==> src/rtl/shift_add_mult_pkg.sv <==
package shift_add_mult_pkg;

    typedef enum logic [1:0] {
        ST_IDLE  = 2'b00,
        ST_INIT  = 2'b01,
        ST_ADD   = 2'b10,
        ST_SHIFT = 2'b11
    } mstate_e;

    localparam int NUM_STATES = 4;

    typedef struct packed {
        logic load_ops;
        logic init;
        logic count_dn;
        logic add_en;
        logic shift;
    } mctrl_t;

endpackage

==> src/rtl/mult_ctrl.sv <==
module mult_ctrl
    import shift_add_mult_pkg::*;
(
    input  logic   clk,
    input  logic   rst,
    input  logic   start,
    input  logic   zero,
    input  logic   q_lsb,
    output mctrl_t ctrl,
    output logic   idle,
    output logic [1:0] st_bits
);

    localparam int SB = $clog2(NUM_STATES);

    mstate_e        state_q;
    logic [SB-1:0]  nxt_bits;
    logic [NUM_STATES-1:0] mux_in [SB];
    logic [NUM_STATES-1:0] dec;

    // Multiplexer inputs, indexed by present state code (3..0).
    always_comb begin
        mux_in[1] = {~zero, 1'b1, 1'b1, 1'b0};
        mux_in[0] = {1'b0,  1'b1, 1'b0, start};
    end

    generate
        for (genvar g = 0; g < SB; g++) begin : g_nxt_mux
            assign nxt_bits[g] = mux_in[g][state_q];
        end
    endgenerate

    // State register.
    always_ff @(posedge clk) begin
        if (rst) begin
            state_q <= ST_IDLE;
        end else begin
            state_q <= mstate_e'(nxt_bits);
        end
    end

    // State decoder.
    generate
        for (genvar s = 0; s < NUM_STATES; s++) begin : g_dec
            assign dec[s] = (state_q == mstate_e'(s));
        end
    endgenerate

    // Output process.
    always_comb begin
        ctrl = '0;
        unique case (1'b1)
            dec[ST_IDLE]:  ctrl.load_ops = start;
            dec[ST_INIT]:  ctrl.init     = 1'b1;
            dec[ST_ADD]: begin
                ctrl.count_dn = 1'b1;
                ctrl.add_en   = q_lsb;
            end
            dec[ST_SHIFT]: ctrl.shift    = 1'b1;
            default:       ctrl          = '0;
        endcase
    end

    assign idle    = dec[ST_IDLE];
    assign st_bits = state_q;

endmodule

==> src/rtl/mult_counter.sv <==
module mult_counter #(
    parameter int WIDTH = 4,
    localparam int PW   = $clog2(WIDTH + 1)
) (
    input  logic          clk,
    input  logic          rst,
    input  logic          load,
    input  logic          dec_en,
    output logic [PW-1:0] cnt,
    output logic          zero
);

    always_ff @(posedge clk) begin
        if (rst) begin
            cnt <= '0;
        end else if (load) begin
            cnt <= PW'(WIDTH);
        end else if (dec_en) begin
            cnt <= cnt - PW'(1);
        end
    end

    assign zero = (cnt == '0);

endmodule

==> src/rtl/mult_datapath.sv <==
module mult_datapath
    import shift_add_mult_pkg::*;
#(
    parameter int WIDTH = 4
) (
    input  logic               clk,
    input  logic               rst,
    input  mctrl_t             ctrl,
    input  logic [WIDTH-1:0]   mcand,
    input  logic [WIDTH-1:0]   mplier,
    output logic               q_lsb,
    output logic [2*WIDTH-1:0] product
);

    logic [WIDTH-1:0] acc_q;
    logic [WIDTH-1:0] low_q;
    logic [WIDTH-1:0] mcand_q;
    logic             carry_q;
    logic [WIDTH:0]   sum;

    assign sum = {1'b0, acc_q} + {1'b0, mcand_q};

    always_ff @(posedge clk) begin
        if (rst) begin
            acc_q   <= '0;
            low_q   <= '0;
            mcand_q <= '0;
            carry_q <= 1'b0;
        end else if (ctrl.load_ops) begin
            mcand_q <= mcand;
            low_q   <= mplier;
        end else if (ctrl.init) begin
            acc_q   <= '0;
            carry_q <= 1'b0;
        end else if (ctrl.add_en) begin
            acc_q   <= sum[WIDTH-1:0];
            carry_q <= sum[WIDTH];
        end else if (ctrl.shift) begin
            acc_q   <= {carry_q, acc_q[WIDTH-1:1]};
            low_q   <= {acc_q[0], low_q[WIDTH-1:1]};
            carry_q <= 1'b0;
        end
    end

    assign q_lsb   = low_q[0];
    assign product = {acc_q, low_q};

endmodule

==> src/rtl/shift_add_mult.sv <==
module shift_add_mult
    import shift_add_mult_pkg::*;
#(
    parameter int WIDTH = 4,
    localparam int PW   = $clog2(WIDTH + 1)
) (
    input  logic               clk,
    input  logic               rst,
    input  logic               start,
    input  logic [WIDTH-1:0]   mcand,
    input  logic [WIDTH-1:0]   mplier,
    output logic [2*WIDTH-1:0] product,
    output logic               idle
);

    mctrl_t        ctrl;
    logic          zero;
    logic          q_lsb;
    logic [PW-1:0] p_cnt;
    logic [1:0]    st_bits;

    mult_ctrl u_ctrl (
        .clk     (clk),
        .rst     (rst),
        .start   (start),
        .zero    (zero),
        .q_lsb   (q_lsb),
        .ctrl    (ctrl),
        .idle    (idle),
        .st_bits (st_bits)
    );

    mult_counter #(.WIDTH(WIDTH)) u_cnt (
        .clk    (clk),
        .rst    (rst),
        .load   (ctrl.init),
        .dec_en (ctrl.count_dn),
        .cnt    (p_cnt),
        .zero   (zero)
    );

    mult_datapath #(.WIDTH(WIDTH)) u_dp (
        .clk     (clk),
        .rst     (rst),
        .ctrl    (ctrl),
        .mcand   (mcand),
        .mplier  (mplier),
        .q_lsb   (q_lsb),
        .product (product)
    );

endmodule

==> config.mk <==
export PLATFORM = sky130hd
export DESIGN_NAME = shift_add_mult
export DESIGN_NICKNAME = d
export VERILOG_FILES = /design/src/rtl/shift_add_mult_pkg.sv /design/src/rtl/mult_ctrl.sv /design/src/rtl/mult_counter.sv /design/src/rtl/mult_datapath.sv /design/src/rtl/shift_add_mult.sv
export SDC_FILE = /design/constraint.sdc
export NUM_CORES = 1
export LEC_CHECK = 0
export ABC_AREA = 1
export BUFFER_PORTS_ARGS = -buffer_cell sky130_fd_sc_hd__buf_2
export CORE_MARGIN = 8
export CORE_UTILIZATION = 55
export CTS_CLUSTER_SIZE = 30
export DETAILED_ROUTE_END_ITERATION = 8
export PLACE_DENSITY = 0.8
export SETUP_SLACK_MARGIN = 0.3
export SYNTH_ARGS = -nofsm -noshare
export SYNTH_HDL_FRONTEND = slang
export SYNTH_SLANG_ARGS = --single-unit
export TNS_END_PERCENT = 20
==> constraint.sdc <==
create_clock -name clk -period 4.6 [get_ports clk]
set_clock_uncertainty 0.2 [all_clocks]
set_input_delay 0.46 -clock clk [delete_from_list [all_inputs] [get_ports clk]]
set_output_delay 0.46 -clock clk [all_outputs]
set_load 0.05 [all_outputs]
==> flow_summary.json <==
{
  "async_reset_ff_frac": 0,
  "design_area_um2": 1130,
  "finalCritPeriodShare": 0.420,
  "yosysWarnings": 0,
  "gp_congestion": 0.874,
  "max_cap_violations": 0,
  "clkPwrFrac": 0.234,
  "drive_gt1_frac": 0.200,
  "cp-end-kind": "register",
  "cts_root_buf": "clkbuf_4",
  "power_density_nw_per_um2": 301,
  "holdBufCountCts": 0,
  "grt_start_max_net_pins": 13,
  "numClockSinks": 18,
  "synth_nets": 153,
  "synth_area_um2": 997,
  "critPathMaxFanout": 12,
  "vias_per_cell": 5.13,
  "grt_pass1_vias": 894,
  "ys_ff_latch": 18,
  "cp_cell_sequence": "inv_1 -> ha_1 -> nand2_1 -> inv_1 -> nand2_1 -> nand3_1 -> o21ai_0 -> nor2_1",
  "fin_crit_ps": 1930,
  "synthFlopType": "dfxtp_1",
  "nets": 174,
  "cts-resized-gates": 0,
  "antenna_found_initial": 0,
  "cp_slowest_cell": "dfxtp_1",
  "yosysMostFrequentCell": "nand2_1",
  "start_util": 0.584,
  "syn_inst": 131,
  "core_area_um2": 1710,
  "dp_hpwl_mm": 1.66,
  "synth.avg_cell_area_um2": 7.61,
  "p_leak_nw": 0.529,
  "setup_slack_ps": 2670,
  "timing.slew.headroom": 0.699,
  "synth.distinct_cells": 24,
  "status": "completed",
  "intPower_mw": 0.224,
  "die_y_um": 58.6,
  "slowest_delay_ps": 450,
  "synth_top_area_cell": "dfxtp_1",
  "switching_share": 0.339,
  "h-tree-depth": 1,
  "placed_cell_area_um2": 1110,
  "routed_wl_mm": 2.10,
  "setup_viol": 0,
  "ys_seq_area_frac": 0.361,
  "pwr-share-comb": 0.244,
  "gr-total-overflow": 0,
  "post_cts_buffers": 0,
  "dr_total_vias": 897,
  "synthToLayoutAreaGrowth_pct": 13.2,
  "clk_latency_ps": 290,
  "p_switching_mw": 0.115,
  "synth_edf_count": 0,
  "route.detailed.drc": 0,
  "die-area_um2": 3430,
  "cts_made_buffers": 3,
  "slew_violations": 0,
  "die_x_um": 58.6,
  "peakVddDrop_uv": 204,
  "dp_slack_ps": 2700,
  "hold_path_class": "input port to register",
  "cts_buffer_depth": 2,
  "worst_slew_pin_slew_ps": 450,
  "wire_per_inst_um": 12.0,
  "arrival_ps": 1910,
  "fmax_ghz": 0.518,
  "power_mw": 0.340,
  "synth_area_leaders": "dfxtp_1 36%, ha_1 13%, nand2_1 9.4%",
  "io_buffers": 19,
  "grt_pass1_wl_mm": 3.74,
  "worstPathRequired_ps": 4580,
  "clk_pin_slew_ps": 110,
  "hold_violations": 0,
  "reg2reg_slack_ps": 2670,
  "drtIter0Drc": 17,
  "diodes": 0,
  "path_class": "register to register",
  "synth_top_cell_area_share": 0.361,
  "grtUsageTotal": 0.135,
  "critPathLaunchType": "register",
  "io-pin-count": 20,
  "rsz0062_at_grt": "no",
  "synth.top_cells.by_count": "25 x nand2_1, 18 x dfxtp_1, 17 x nor2_1",
  "placementRows": 15,
  "seqPwrFrac": 0.522,
  "tns_ps": 0,
  "cts_tree": "done",
  "ant_nets": 0,
  "drtPass1Iterations": 4
}
==> cell families after synthesis <==
| group | share of synthesized area |
|---|---|
| and+or+nand+nor | 0.263 |
| AOI/OAI and AO/OA | 0.141 |
| buffers and inverters | 0.0803 |
| DFF | 0.361 |
| adders and majority gates | 0.146 |
| xor gates and xnor gates | 0.00878 |
==> placed cells by master, fill, tap and decap left out, drive strengths merged, types with 9 or more instances in the layout <==
cell,count
a21oi,9
nand2,28
buf,19
o21ai,13
nand3,9
inv,13
nor2,18
dfxtp,18
ha,10
==> layout make-up <==
type,count,area (um2)
Clock buffer,3,22.5
Fill cell,155,579
Inverter,15,62.6
Multi-Input combinational cell,95,557
Sequential cell,18,360
Tap cell,25,31.3
Timing Repair Buffer,19,95.1
==> power by group through the flow <==
| stage | sequential [mW] | clock, mW | combinational, mW |
|---|---|---|---|
| global placement | 0.180 | 0 | 0.0802 |
| CTS | 0.177 | 0.0796 | 0.0832 |
| detailed placement | 0.181 | 0 | 0.0828 |
| global route | 0.179 | 0.0868 | 0.0926 |
| floorplan | 0.189 | 0 | 0.0558 |
| finish | 0.177 | 0.0796 | 0.0829 |
==> registers in the layout (all words and copies together) (netlist names) <==
signal	count
u_dp.low_q	4
u_dp.acc_q	4
u_cnt.cnt	3
u_dp.mcand_q	4
u_ctrl.st_bits	2
u_dp.carry_q	1
==> metal layers <==
layer  global-route usage  vias up  wire (um)  part of all wire
met2                0.227       24       1020              0.48
met4               0.0410        0         15            0.0071
met5                    0        -          0                 0
li1                     -      466          -                 -
met1                0.164      405        969              0.46
met3               0.0326        2        102             0.049
==> path summary, 6_finish.rpt <==
check	start	endpoint	cells past startpoint
worst max-delay path	u_ctrl.st_bits[1]$_SDFF_PP0_	u_dp.low_q[2]$_SDFFE_PP0P_	8
worst min-delay path	mplier[0]	u_dp.low_q[0]$_SDFFE_PP0P_	3
worst max register to register	u_ctrl.st_bits[1]$_SDFF_PP0_	u_dp.low_q[2]$_SDFFE_PP0P_	8
worst min register to register	u_dp.carry_q$_SDFFE_PP0P_	u_dp.carry_q$_SDFFE_PP0P_	2
==> per-stage QoR <==
step / cells / util / hold slack [ps]
finish: 175 / 0.661 / 224
floorplan: 131 / - / 244
detailed placement: 172 / 0.648 / 265
CTS: 175 / 0.661 / 221
global route: 175 / 0.661 / 234
global placement: 172 / 0.648 / 254
==> worst max-delay path, delay by kind of cell (launching register included) <==
kind	cells	cell delay, ps
AOI/OAI and AO/OA	1	80
DFF	1	450
and+or+nand+nor	4	570
adders and majority gates	1	200
buffers and inverters	2	320
No activity file was read; power rests on OpenSTA's default activity.
